<file path="src/rtl/clkbank_pkg.sv">
package clkbank_pkg;
    localparam int DW = 8;
    localparam int AW = 5;
    localparam int NT = 7;
    localparam logic [7:0] TRKL_RST = 8'h5C;

    typedef enum logic [1:0] {
        ST_IDLE   = 2'd0,
        ST_ACTIVE = 2'd1,
        ST_COMMIT = 2'd2
    } bank_st_t;
endpackage

</file>
<file path="src/rtl/clkbank_seq.sv">
module clkbank_seq
    import clkbank_pkg::*;
(
    input  logic clk,
    input  logic rst_n,
    input  logic ce,
    output logic snap,
    output logic win,
    output logic commit
);
    bank_st_t st_q, st_d;

    always_ff @(posedge clk) begin
        if (!rst_n) st_q <= ST_IDLE;
        else        st_q <= st_d;
    end

    always_comb begin
        st_d = st_q;
        unique case (st_q)
            ST_IDLE:   st_d = ce ? ST_ACTIVE : ST_IDLE;
            ST_ACTIVE: st_d = ce ? ST_ACTIVE : ST_COMMIT;
            ST_COMMIT: st_d = ST_IDLE;
            default:   st_d = ST_IDLE;
        endcase
    end

    always_comb begin
        snap   = (st_q == ST_IDLE)   &&  ce;
        win    = (st_q == ST_ACTIVE) &&  ce;
        commit = (st_q == ST_ACTIVE) && !ce;
    end
endmodule

</file>
<file path="src/rtl/clkbank_wtrack.sv">
module clkbank_wtrack #(
    parameter int AW = 5,
    parameter int NT = 7
) (
    input  logic          clk,
    input  logic          rst_n,
    input  logic          snap,
    input  logic          win,
    input  logic          acc_valid,
    input  logic          acc_write,
    input  logic          acc_burst,
    input  logic [AW-1:0] acc_addr,
    input  logic          wp,
    output logic          wr_en,
    output logic [NT+1:0] cmask
);
    localparam int NB = NT + 1;
    localparam int NR = NT + 2;
    localparam logic [AW-1:0] LIM_S  = AW'(NR);
    localparam logic [AW-1:0] LIM_B  = AW'(NB);
    localparam logic [AW-1:0] CTRL_A = AW'(NT);

    logic [NR-1:0] dirty_q;
    logic [NB-1:0] bmask_q;
    logic          wr_req;

    always_comb begin
        wr_req = win && acc_valid && acc_write;
        if (acc_burst)
            wr_en = wr_req && (acc_addr < LIM_B) && !wp;
        else
            wr_en = wr_req && (acc_addr < LIM_S) && (!wp || acc_addr == CTRL_A);
    end

    always_ff @(posedge clk) begin
        if (!rst_n) begin
            dirty_q <= '0;
            bmask_q <= '0;
        end else if (snap) begin
            dirty_q <= '0;
            bmask_q <= '0;
        end else if (wr_en) begin
            for (int i = 0; i < NR; i++) begin
                if (acc_addr == AW'(i)) begin
                    if (acc_burst) begin
                        if (i < NB) bmask_q[i] <= 1'b1;
                    end else begin
                        dirty_q[i] <= 1'b1;
                    end
                end
            end
        end
    end

    always_comb begin
        if (bmask_q == '0)
            cmask = dirty_q;
        else if (&bmask_q)
            cmask = {dirty_q[NR-1], {NB{1'b1}}};
        else
            cmask = '0;
    end
endmodule

</file>
<file path="src/rtl/clkbank_shadow.sv">
module clkbank_shadow #(
    parameter int           DW        = 8,
    parameter int           AW        = 5,
    parameter int           NT        = 7,
    parameter logic [DW-1:0] TRKL_INIT = 8'h5C
) (
    input  logic             clk,
    input  logic             rst_n,
    input  logic             snap,
    input  logic             win,
    input  logic             wr_en,
    input  logic [AW-1:0]    acc_addr,
    input  logic [DW-1:0]    wdata,
    input  logic             commit_wp,
    input  logic             commit_trkl,
    input  logic [NT*DW-1:0] live,
    output logic [DW-1:0]    rdata,
    output logic [NT*DW-1:0] buf_flat,
    output logic             wp,
    output logic [DW-1:0]    trkl
);
    localparam logic [AW-1:0] CTRL_A = AW'(NT);
    localparam logic [AW-1:0] TRKL_A = AW'(NT + 1);

    logic [DW-1:0] tb [NT];
    logic          wp_b;
    logic [DW-1:0] tr_b;

    for (genvar g = 0; g < NT; g++) begin : g_tbyte
        always_ff @(posedge clk) begin
            if (!rst_n)                              tb[g] <= '0;
            else if (snap)                           tb[g] <= live[g*DW +: DW];
            else if (wr_en && acc_addr == AW'(g))    tb[g] <= wdata;
        end
        assign buf_flat[g*DW +: DW] = tb[g];
    end

    always_ff @(posedge clk) begin
        if (!rst_n) begin
            wp_b <= 1'b1;
            tr_b <= TRKL_INIT;
        end else if (snap) begin
            wp_b <= wp;
            tr_b <= trkl;
        end else if (wr_en) begin
            if (acc_addr == CTRL_A) wp_b <= wdata[DW-1];
            if (acc_addr == TRKL_A) tr_b <= wdata;
        end
    end

    always_ff @(posedge clk) begin
        if (!rst_n) begin
            wp   <= 1'b1;
            trkl <= TRKL_INIT;
        end else begin
            if (commit_wp)   wp   <= wp_b;
            if (commit_trkl) trkl <= tr_b;
        end
    end

    always_comb begin
        rdata = '0;
        if (win) begin
            for (int i = 0; i < NT; i++)
                if (acc_addr == AW'(i)) rdata = tb[i];
            if (acc_addr == CTRL_A) rdata = {wp_b, {(DW-1){1'b0}}};
            if (acc_addr == TRKL_A) rdata = tr_b;
        end
    end
endmodule

</file>
<file path="src/rtl/clkbank_top.sv">
module clkbank_top #(
    parameter int            DW        = clkbank_pkg::DW,
    parameter int            AW        = clkbank_pkg::AW,
    parameter int            NT        = clkbank_pkg::NT,
    parameter logic [DW-1:0] TRKL_INIT = clkbank_pkg::TRKL_RST
) (
    input  logic             clk,
    input  logic             rst_n,
    input  logic             ce,
    input  logic             acc_valid,
    input  logic             acc_write,
    input  logic             acc_burst,
    input  logic [AW-1:0]    acc_addr,
    input  logic [DW-1:0]    acc_wdata,
    output logic [DW-1:0]    acc_rdata,
    input  logic [NT*DW-1:0] live_time,
    output logic             load_strobe,
    output logic [NT-1:0]    load_mask,
    output logic [NT*DW-1:0] load_data,
    output logic             presc_clr,
    output logic             ram_wr_ok
);
    logic             snap, win, commit, wr_en, wp;
    logic [NT+1:0]    cmask;
    logic [NT*DW-1:0] buf_flat;
    logic [DW-1:0]    trkl;

    clkbank_seq u_seq (
        .clk    (clk),
        .rst_n  (rst_n),
        .ce     (ce),
        .snap   (snap),
        .win    (win),
        .commit (commit)
    );

    clkbank_wtrack #(.AW(AW), .NT(NT)) u_wtrack (
        .clk       (clk),
        .rst_n     (rst_n),
        .snap      (snap),
        .win       (win),
        .acc_valid (acc_valid),
        .acc_write (acc_write),
        .acc_burst (acc_burst),
        .acc_addr  (acc_addr),
        .wp        (wp),
        .wr_en     (wr_en),
        .cmask     (cmask)
    );

    clkbank_shadow #(.DW(DW), .AW(AW), .NT(NT), .TRKL_INIT(TRKL_INIT)) u_shadow (
        .clk         (clk),
        .rst_n       (rst_n),
        .snap        (snap),
        .win         (win),
        .wr_en       (wr_en),
        .acc_addr    (acc_addr),
        .wdata       (acc_wdata),
        .commit_wp   (commit && cmask[NT]),
        .commit_trkl (commit && cmask[NT+1]),
        .live        (live_time),
        .rdata       (acc_rdata),
        .buf_flat    (buf_flat),
        .wp          (wp),
        .trkl        (trkl)
    );

    always_ff @(posedge clk) begin
        if (!rst_n) begin
            load_strobe <= 1'b0;
            load_mask   <= '0;
            load_data   <= '0;
            presc_clr   <= 1'b0;
        end else begin
            load_strobe <= commit && (|cmask[NT-1:0]);
            load_mask   <= commit ? cmask[NT-1:0] : '0;
            presc_clr   <= commit && cmask[0];
            if (commit) load_data <= buf_flat;
        end
    end

    assign ram_wr_ok = ~wp;

    logic unused_trkl;
    assign unused_trkl = ^trkl;
endmodule

</file>
<file path="config.mk">
export PLATFORM = sky130hd
export DESIGN_NAME = clkbank_top
export DESIGN_NICKNAME = d
export VERILOG_FILES = /design/src/rtl/clkbank_pkg.sv /design/src/rtl/clkbank_seq.sv /design/src/rtl/clkbank_wtrack.sv /design/src/rtl/clkbank_shadow.sv /design/src/rtl/clkbank_top.sv
export SDC_FILE = /design/constraint.sdc
export NUM_CORES = 1
export LEC_CHECK = 0
export BUFFER_PORTS_ARGS = -buffer_cell sky130_fd_sc_hd__buf_2
export CAP_MARGIN = 20
export CORE_MARGIN = 10
export CORE_UTILIZATION = 45
export DETAILED_ROUTE_END_ITERATION = 8
export PLACE_DENSITY_LB_ADDON = 0.08
export SYNTH_ARGS = -nofsm -noshare
export SYNTH_HDL_FRONTEND = slang
export SYNTH_HIERARCHICAL = 1
export SYNTH_SLANG_ARGS = --single-unit
</file>
<file path="constraint.sdc">
create_clock -name clk -period 7.7 [get_ports clk]
set_input_delay 1.925 -clock clk [delete_from_list [all_inputs] [get_ports clk]]
set_output_delay 1.925 -clock clk [all_outputs]
set_load 0.01 [all_outputs]
</file>
Word level (Yosys, flattened, before mapping)
Memory sizes are Yosys's and may differ from the RTL's.
Cells that the tools add are included.
{"block": "classes", "magnitude_cmp": 2, "n_eq_ne": 9, "reduce_logical": 52, "n_mux": 68, "bitwise_logic": 17}
{"operator": "$mux 8", "count": 27}
{"operator": "$reduce_and 3->1", "count": 17}
{"operator": "$mux 1", "count": 37}
{"operator": "$eq 5x3->1 const B", "count": 4}
{"operator": "$logic_and 1x1->1", "count": 20}
{"operator": "$mux 9", "count": 2}
{"operator": "$or 1x1->1", "count": 14}
{"operator": "$eq 5x2->1 const B", "count": 2}
{"operator": "$lt 5x4->1 const B", "count": 2}
{"operator": "$logic_not 8->1", "count": 1}
{"operator": "$reduce_and 8->1", "count": 1}
{"operator": "$reduce_or 7->1", "count": 1}
{"operator": "$reduce_and 2->1", "count": 3}
{"operator": "$reduce_bool 2->1", "count": 3}
{"operator": "$eq 5x1->1 const B", "count": 1}
{"operator": "$eq 5x4->1 const B", "count": 1}
{"operator": "$logic_not 5->1", "count": 1}
{"operator": "$pmux 2 s2", "count": 1}
{"operator": "$not 1->1", "count": 3}
{"operator": "$eq 2x1->1 const B", "count": 1}
{"operator": "$logic_not 1->1", "count": 2}
{"operator": "$logic_not 2->1", "count": 1}
{"operator": "$mux 2", "count": 1}
{"operator": "$reduce_or 2->1", "count": 1}
{"operator": "$logic_or 1x1->1", "count": 1}
{"block": "word_totals", "ramBits": 56, "ff_bits": 102, "mem_count": 1, "inputBits": 75, "output_inout_bits": 74, "word_cells": 175}
{"name": "u_shadow.tb", "depth": 7, "word_bits": 8, "read_ports": 7, "rd_clocked_by_memory_dff": 0, "wr": 7, "line_no": "clkbank_shadow.sv:25", "source": "logic [DW-1:0] tb [NT];"}

Longest topological paths before layout
Gate-level depths: netlist of run 1.
{"block": "depth", "ltp_word": 13, "mapped_depth": 9, "depth_no_buf": 7}

Hierarchy
The synthesis of run 1 kept the hierarchy.
{"module": "clkbank_shadow", "area_per_inst_um2": 3841.2, "seq_area_each_um2": 2042.0, "cells_per_inst": 338, "instances": 1}
{"module": "clkbank_top", "area_per_inst_um2": 2432.3, "seq_area_each_um2": 1301.2, "cells_per_inst": 207, "instances": 1}
{"module": "clkbank_wtrack", "area_per_inst_um2": 830.8, "seq_area_each_um2": 340.3, "cells_per_inst": 89, "instances": 1}
{"module": "clkbank_seq", "area_per_inst_um2": 87.6, "seq_area_each_um2": 40.0, "cells_per_inst": 7, "instances": 1}

Worst setup path before layout of run 1
Ideal clock, no wire load.
{"block": "synth_path", "path_kind": "input to output", "startpoint": "input acc_addr[4]", "endpoint": "output acc_rdata[0]", "n_path_buf": 1, "required_ps": 5775, "arrival_ps": 3228, "stages": 6, "slack_ps": 2547, "path_cell_list": "buf_2 or3_1 nor2_2 a22oi_1 a31oi_1 o311a_1"}
{"block": "synth_between", "elab_chain_cells": 11, "word_cells_on_any_way": 19, "cone_classes": "eq/ne (8); mux (10); reduce/logical (1)"}
{"element": "start, declared", "line_no": "clkbank_top.sv:13", "source": "input logic [AW-1:0] acc_addr,"}
{"element": "$logic_not 5->1", "line_no": "clkbank_shadow.sv:65", "source": "if (acc_addr == AW'(i)) rdata = tb[i];"}
{"element": "$mux 8 (7 in a row)", "line_no": "clkbank_shadow.sv:65"}
{"element": "$mux 8", "line_no": "clkbank_shadow.sv:66", "source": "if (acc_addr == CTRL_A) rdata = {wp_b, {(DW-1){1'b0}}};"}
{"element": "$mux 8 (*)", "line_no": "clkbank_shadow.sv:67", "source": "if (acc_addr == TRKL_A) rdata = tr_b;"}
{"element": "$mux 8 (*)", "line_no": "clkbank_shadow.sv:63", "source": "if (win) begin"}
{"element": "end, declared", "line_no": "clkbank_top.sv:15", "source": "output logic [DW-1:0] acc_rdata,"}
Every way passes the cells marked *; elsewhere a longest branch is shown, timed or not.

Worst setup path in the final report of run 1
{"block": "layout_path", "startpoint": "input acc_addr[1]", "endpoint": "output acc_rdata[0]"}
The elaborated chain is that of the path after synthesis.

==> results.yml, run 1 <==
grt:
  grt_pass1_wl_um: 32900
  antenna_found_initial: 1
  grtUsageTotal_pct: 19.7
  grt_max_degree: 90
  grt_pass1_vias: 5659
  grt_overflow: 0
detailed_routing:
  m1WireLength_um: 9410
  highest_layer: "met4"
  first_pass_iters: 5
  viasPerCell: 5.52
  dr_wl_met2_um: 9930
  ant_nets: 0
  wl_met3_um: 1600
  via_count: 5494
  first_iter_violations: 401
  wl_per_cell_um: 21.5
  wirelength_um: 21400
  drcViolationCount: 0
logic_synthesis:
  synthFlopType: "dfxtp_1"
  yosysTopAreaCell: "dfxtp_1"
  synth_top_area_share_pct: 28.4
  ys_top_cells_by_area: "dfxtp_1 28%, edfxtp_1 23%, mux2i_1 10%"
  synth_nets: 716
  yosysSeqAreaShare_pct: 51.8
  synth_edf_count: 56
  async_flop_share_pct: 0
  netlist_instances: 641
  yosys_warnings: 6
  syn_avg_cell_area_um2: 11.2
  ys_types: 65
  syn_area_um2: 7190
  ys_ff_latch: 158
clocking:
  clock_path_buffers: 2
  cts_hold_buf: 0
  worstSkewPairLatency_ns: 0.43
  numClockSinks: 158
  post_cts_resized: 0
  root_buffer: "clkbuf_16"
  htree_levels: 4
  post-cts-setup-buffer-count: 0
  cts_tree: "built"
  clk_pin_slew_worst_paths_ns: 0.06
  cts_buffers: 17
timing:
  finalCritPeriodShare_pct: 74.0
  setup_violations: 0
  finalHoldViolCount: 0
  slew_headroom_pct: 27.0
  max_freq_ghz: 0.175
  worstMarginPinSlew_ns: 1.09
  hold_ws_ns: 0.463
  tns_ns: 0
  period_needed_ns: 5.70
  slew_violations: 0
  rsz0062_at_grt: "false"
  fin_worst_skew_ns: 0.0116
setup_path:
  crit_chain: "buf_2 > or3b_1 > nor3_4 > nand2_1 > a31oi_1 > o311a_1 > buf_2"
  critPathMaxStageDelay_ns: 0.46
  slowest_stage: "or3b_1"
  crit_type: "in -> out"
  reg2reg_slack_ns: 3.80
  cp.arrival_ns: 3.77
  rr_endpoint: "u_shadow/tb[1][7]$_DFFE_PP_"
  critPathCapture: "acc_rdata[0]"
  end_kind: "output port"
  rr_startpoint: "u_seq/st_q[1]$_SDFF_PN0_"
  crit_required_ns: 5.78
  cpMostUsedCell: "buf_2"
  critPathMaxFanout: 22
  rr_worst_depth: 6
  cp-startpoint: "acc_addr[1]"
  start_kind: "primary input"
finish:
  regArea_um2: 3720
  area_growth_pct: 18.7
  multi_input_area_um2: 3190
  finalNetCount: 840
  fin_cells: 995
  drive_gt1_share_pct: 26.3
  fillCellCount: 1436
floorplan:
  core_um2: 15800
  die_w_um: 146
  start_util_pct: 45.6
  dieArea_um2: 21400
  io_pins: 149
  fp-row-count: 46
  die_h_um: 146
power:
  power_density_nw_per_um2: 218
  power_w: 0.00186
  cellLeakagePower_nw: 3.59
  max-vdd-ir-drop_mv: 0.174
place:
  port_buffers: 148
  place_inst: 961
  dp_hpwl_um: 15700
  gp_congestion: 0.822
flow_run:
  maxCapViolCount: 0
hold_path:
  hold_path.startpoint: "u_wtrack/dirty_q[4]$_SDFFE_PP0P_"
  hold_class: "reg -> reg"
run_status:
  status: "finished clean"
flip-flops by register name, summed over array words and instances (netlist names):
name and count:
u_shadow/tb 56, presc_clr 1, u_wtrack/dirty_q 9, u_shadow/trkl 8, u_shadow/wp_b 1, load_mask 7, u_seq/st_q 2, load_strobe 1
u_shadow/wp 1, load_data 56, u_wtrack/bmask_q 8, u_shadow/tr_b 8
metrics by stage:
step	utilization (%)	instance area [µm²]	setup slack (ns)
after global placement	50.5	7970	2.10
final	54.1	8540	2.00
after global routing	54.1	8540	1.90
after CTS	54.1	8530	2.04
after detailed placement	50.5	7970	2.04
after floorplan	-	7190	2.55
layout make-up:
cell class                      count  area share, %
Timing Repair Buffer              152           9.03
Clock buffer                       23           5.86
Inverter                            5          0.220
Clock inverter                      9          0.645
Sequential cell                   158           43.6
Tap cell                          216           3.17
Antenna cell                        1         0.0293
Multi-Input combinational cell    431           37.4
critical path: cells and delay by family:
family | cells | cell delay [ns]
compound gates | 2 | 0.52
simple gates | 3 | 0.85
buf+inv | 2 | 0.47
cells in the final DEF (no fill, tap or decap), types with 11 or more instances in the layout:
cell,n
a21oi_1,18
a22o_1,67
and3_1,15
buf_2,148
clkbuf_16,19
dfxtp_1,102
edfxtp_1,56
mux2i_1,74
nand2_1,47
nor2_1,11
nor2b_1,64
o21ai_0,17
how the worst min path moves through the flow:
stage                                            end  slack [ns]  cells after the start
floorplan           u_wtrack/dirty_q[5]$_SDFFE_PP0P_        0.42                      2
global route        u_wtrack/dirty_q[4]$_SDFFE_PP0P_        0.49                      2
CTS                 u_wtrack/dirty_q[4]$_SDFFE_PP0P_        0.47                      2
global placement    u_wtrack/dirty_q[8]$_SDFFE_PP0P_        0.44                      2
finish              u_wtrack/dirty_q[4]$_SDFFE_PP0P_        0.46                      2
detailed placement  u_wtrack/dirty_q[4]$_SDFFE_PP0P_        0.45                      2
synth_stat cells, drive strengths merged, types with 4 or more instances:
cell	instances
buf	18
nor3	11
o21ai	18
and2	7
inv	4
nor2	15
nor4	4
mux2i	74
nand2	49
o311a	6
dfxtp	102
and3	15
edfxtp	56
a31oi	6
a22oi	7
a21o	9
nor3b	7
a22o	68
nor2b	64
nand2b	11
a21oi	19
a21boi	4
clkbuf	29
cells by family (layout without fill, tap and decap cells):
| group | after synthesis | in the layout | synth area share, % |
|---|---|---|---|
| AOI/OAI and AO/OA | 151 | 151 | 16.0 |
| buffers and inverters | 52 | 189 | 3.90 |
| DFF | 158 | 158 | 51.8 |
| muxes | 75 | 75 | 10.5 |
| other | 0 | 1 | 0 |
| and+or+nand+nor | 205 | 205 | 17.9 |
report_power, final:
| group | switching [W] | internal (W) | total, W |
|---|---|---|---|
| sequential | 0.0000306 | 0.000900 | 0.000931 |
| clock | 0.000335 | 0.000457 | 0.000792 |
| combinational | 0.0000858 | 0.0000566 | 0.000142 |
| total | 0.000451 | 0.00141 | 0.00186 |
per-layer routing:
metal / vias to the layer above / GRT usage (%)
met5: - / 0
met4: 0 / 6.46
met3: 30 / 6.03
met2: 227 / 31.1
met1: 2617 / 25.1
li1: 2620 / -
Note: power is estimated with default switching activity, not from simulation.
==> inputs of run 2 (changes only) <==
- clock period: 7.7 -> 4.61 ns (I/O delays scaled with it)
==> run 2 against run 1 <==
  * Design area is 0.53% higher
  * Clock skew is essentially flat
  * Power increased by 71%
  * First-iteration DRC count grew 9.0%
  * Hold slack worse by 0.0030 ns
  * Worst setup slack got worse by 1.6 ns
  * Clock power is 77% higher
  * Via count increased by 2.7%
  * Critical path depth unchanged
  * Largest power group unchanged
  * Highest routed layer unchanged
==> results.yml, run 2 (synthesis gave the netlist of run 1 again) <==
run_status:
  status: "finished clean"
timing:
  tns_ns: 0
  fin_worst_skew_ns: 0.0118
  slew_violations: 0
  finalCritPeriodShare_pct: 91.8
  setup_violations: 0
  period_needed_ns: 4.23
  finalHoldViolCount: 0
  max_freq_ghz: 0.236
  rsz0062_at_grt: "false"
  slew_headroom_pct: 28.1
  worstMarginPinSlew_ns: 1.08
grt:
  grt_max_degree: 89
  grtUsageTotal_pct: 20.3
  grt_pass1_wl_um: 33800
  grt_pass1_vias: 5642
  antenna_found_initial: 0
  grt_overflow: 0
detailed_routing:
  ant_nets: 0
  first_iter_violations: 437
  first_pass_iters: 5
  wirelength_um: 22000
  via_count: 5640
  drcViolationCount: 0
  viasPerCell: 5.66
  wl_per_cell_um: 22.0
hold_path:
  hold_path.startpoint: "u_wtrack/dirty_q[4]$_SDFFE_PP0P_"
  hold_class: "reg -> reg"
  whs_path_depth: 2
power:
  max-vdd-ir-drop_mv: 0.254
  sequentialPowerShare_pct: 48.6
  switching_power_w: 0.000751
  power_density_nw_per_um2: 373
  p_int_w: 0.00245
  p_clk_share_pct: 43.9
  combPwrFrac_pct: 7.5
  switching_share_pct: 23.5
  cellLeakagePower_nw: 3.61
flow_run:
  maxCapViolCount: 0
clocking:
  numClockSinks: 158
  root_buffer: "clkbuf_16"
  cts_buffers: 17
  post_cts_resized: 0
  clk_pin_slew_worst_paths_ns: 0.06
  clock_path_buffers: 2
  worstSkewPairLatency_ns: 0.43
  htree_levels: 4
  post-cts-setup-buffer-count: 0
  cts_hold_buf: 0
  cts_tree: "built"
floorplan:
  dieArea_um2: 21400
  start_util_pct: 45.6
  fp-row-count: 46
  die_h_um: 146
  core_um2: 15800
  die_w_um: 146
  io_pins: 149
setup_path:
  path_depth: 7
  crit_required_ns: 3.46
  cp.arrival_ns: 3.08
  rr_startpoint: "u_seq/st_q[1]$_SDFF_PN0_"
  critPathMaxStageDelay_ns: 0.43
  crit_type: "in -> out"
  end_kind: "output port"
  cpMostUsedCell: "buf_2"
  slowest_stage: "nor4_4"
  path_buf_inv: 2
  critPathMaxFanout: 21
  start_kind: "primary input"
  cp-startpoint: "acc_addr[0]"
  reg2reg_slack_ns: 1.67
  cp_top_family: "compound AO/OA/AOI/OAI gates"
  rr_worst_depth: 7
  crit_chain: "buf_2 > nand2b_1 > nor4_4 > a22oi_1 > a31oi_1 > o311a_1 > buf_2"
finish:
  antennaDiodeCount: 0
  final_util_pct: 54.4
  final_cell_mix: "148 x buf_2, 102 x dfxtp_1, 74 x mux2i_1"
  area_growth_pct: 19.3
  mostFrequentLayoutCell: "buf_2"
  top_regs: "load_data (56), u_shadow/tb (56), u_wtrack/dirty_q (9)"
  drive_gt1_share_pct: 26.4
  finalNetCount: 843
place:
  gp_congestion: 0.825
  dp_hpwl_um: 16200
  port_buffers: 148
==> run 2: cell types whose count changed in the layout (fill, tap and decap cells not counted), moves of 2 or more <==
cell        previous run  this run
buf_4                  4         7
clkinvlp_4             2         0
bufinv_16              0         3
clkbuf_16             19        17
==> run 2: worst paths after layout <==
kind / endpoint
max: acc_rdata[0]
min: u_wtrack/dirty_q[4]$_SDFFE_PP0P_
max reg2reg: u_shadow/tb[0][0]$_DFFE_PP_
min reg2reg: u_wtrack/dirty_q[4]$_SDFFE_PP0P_
==> run 2: per-stage QoR <==
| step | worst slack, ns | power [W] | cells | instance area, µm² | hold WS (ns) |
|---|---|---|---|---|---|
| 2_1_floorplan | 0.986 | 0.00170 | 641 | 7190 | 0.421 |
| 3_3_place_gp | 0.545 | 0.00182 | 965 | 8000 | 0.439 |
| 3_5_place_dp | 0.464 | 0.00182 | 965 | 8000 | 0.444 |
| 4_1_cts | 0.466 | 0.00322 | 997 | 8580 | 0.460 |
| 5_1_grt | 0.312 | 0.00331 | 997 | 8580 | 0.477 |
| 6_report | 0.377 | 0.00320 | 997 | 8580 | 0.460 |
==> run 2: cell type report <==
| cell class | instances | area, µm² |
|---|---|---|
| Tap cell | 216 | 270 |
| Clock inverter | 11 | 140 |
| Inverter | 5 | 18.8 |
| Timing Repair Buffer | 155 | 793 |
| Fill cell | 1425 | 7190 |
| Clock buffer | 21 | 440 |
| Multi-Input combinational cell | 431 | 3190 |
| Sequential cell | 158 | 3720 |
==> run 2: metal layers <==
layer  share of wire [%]  global-route usage, %  vias up  wire length, µm
li1                    -                      -     2628                -
met1                  44                   26.6     2748             9600
met2                  46                   31.4      229            10200
met3                 7.4                   5.47       35             1630
met4                 2.4                   7.56        0              523
met5                   0                      0        -                0
==> run 2: power by group through the flow <==
stage | clock network, W | registers (W) | logic [W]
3_3_place_gp | 0 | 0.00159 | 0.000233
2_1_floorplan | 0 | 0.00156 | 0.000146
6_report | 0.00140 | 0.00156 | 0.000239
5_1_grt | 0.00150 | 0.00156 | 0.000260
4_1_cts | 0.00142 | 0.00155 | 0.000239
3_5_place_dp | 0 | 0.00159 | 0.000238
==> run 2: tightest hold or removal path, stage by stage (launching register included) <==
cell and delay (ns):
dfxtp_1 0.31, nand2_1 0.05, o31ai_1 0.05
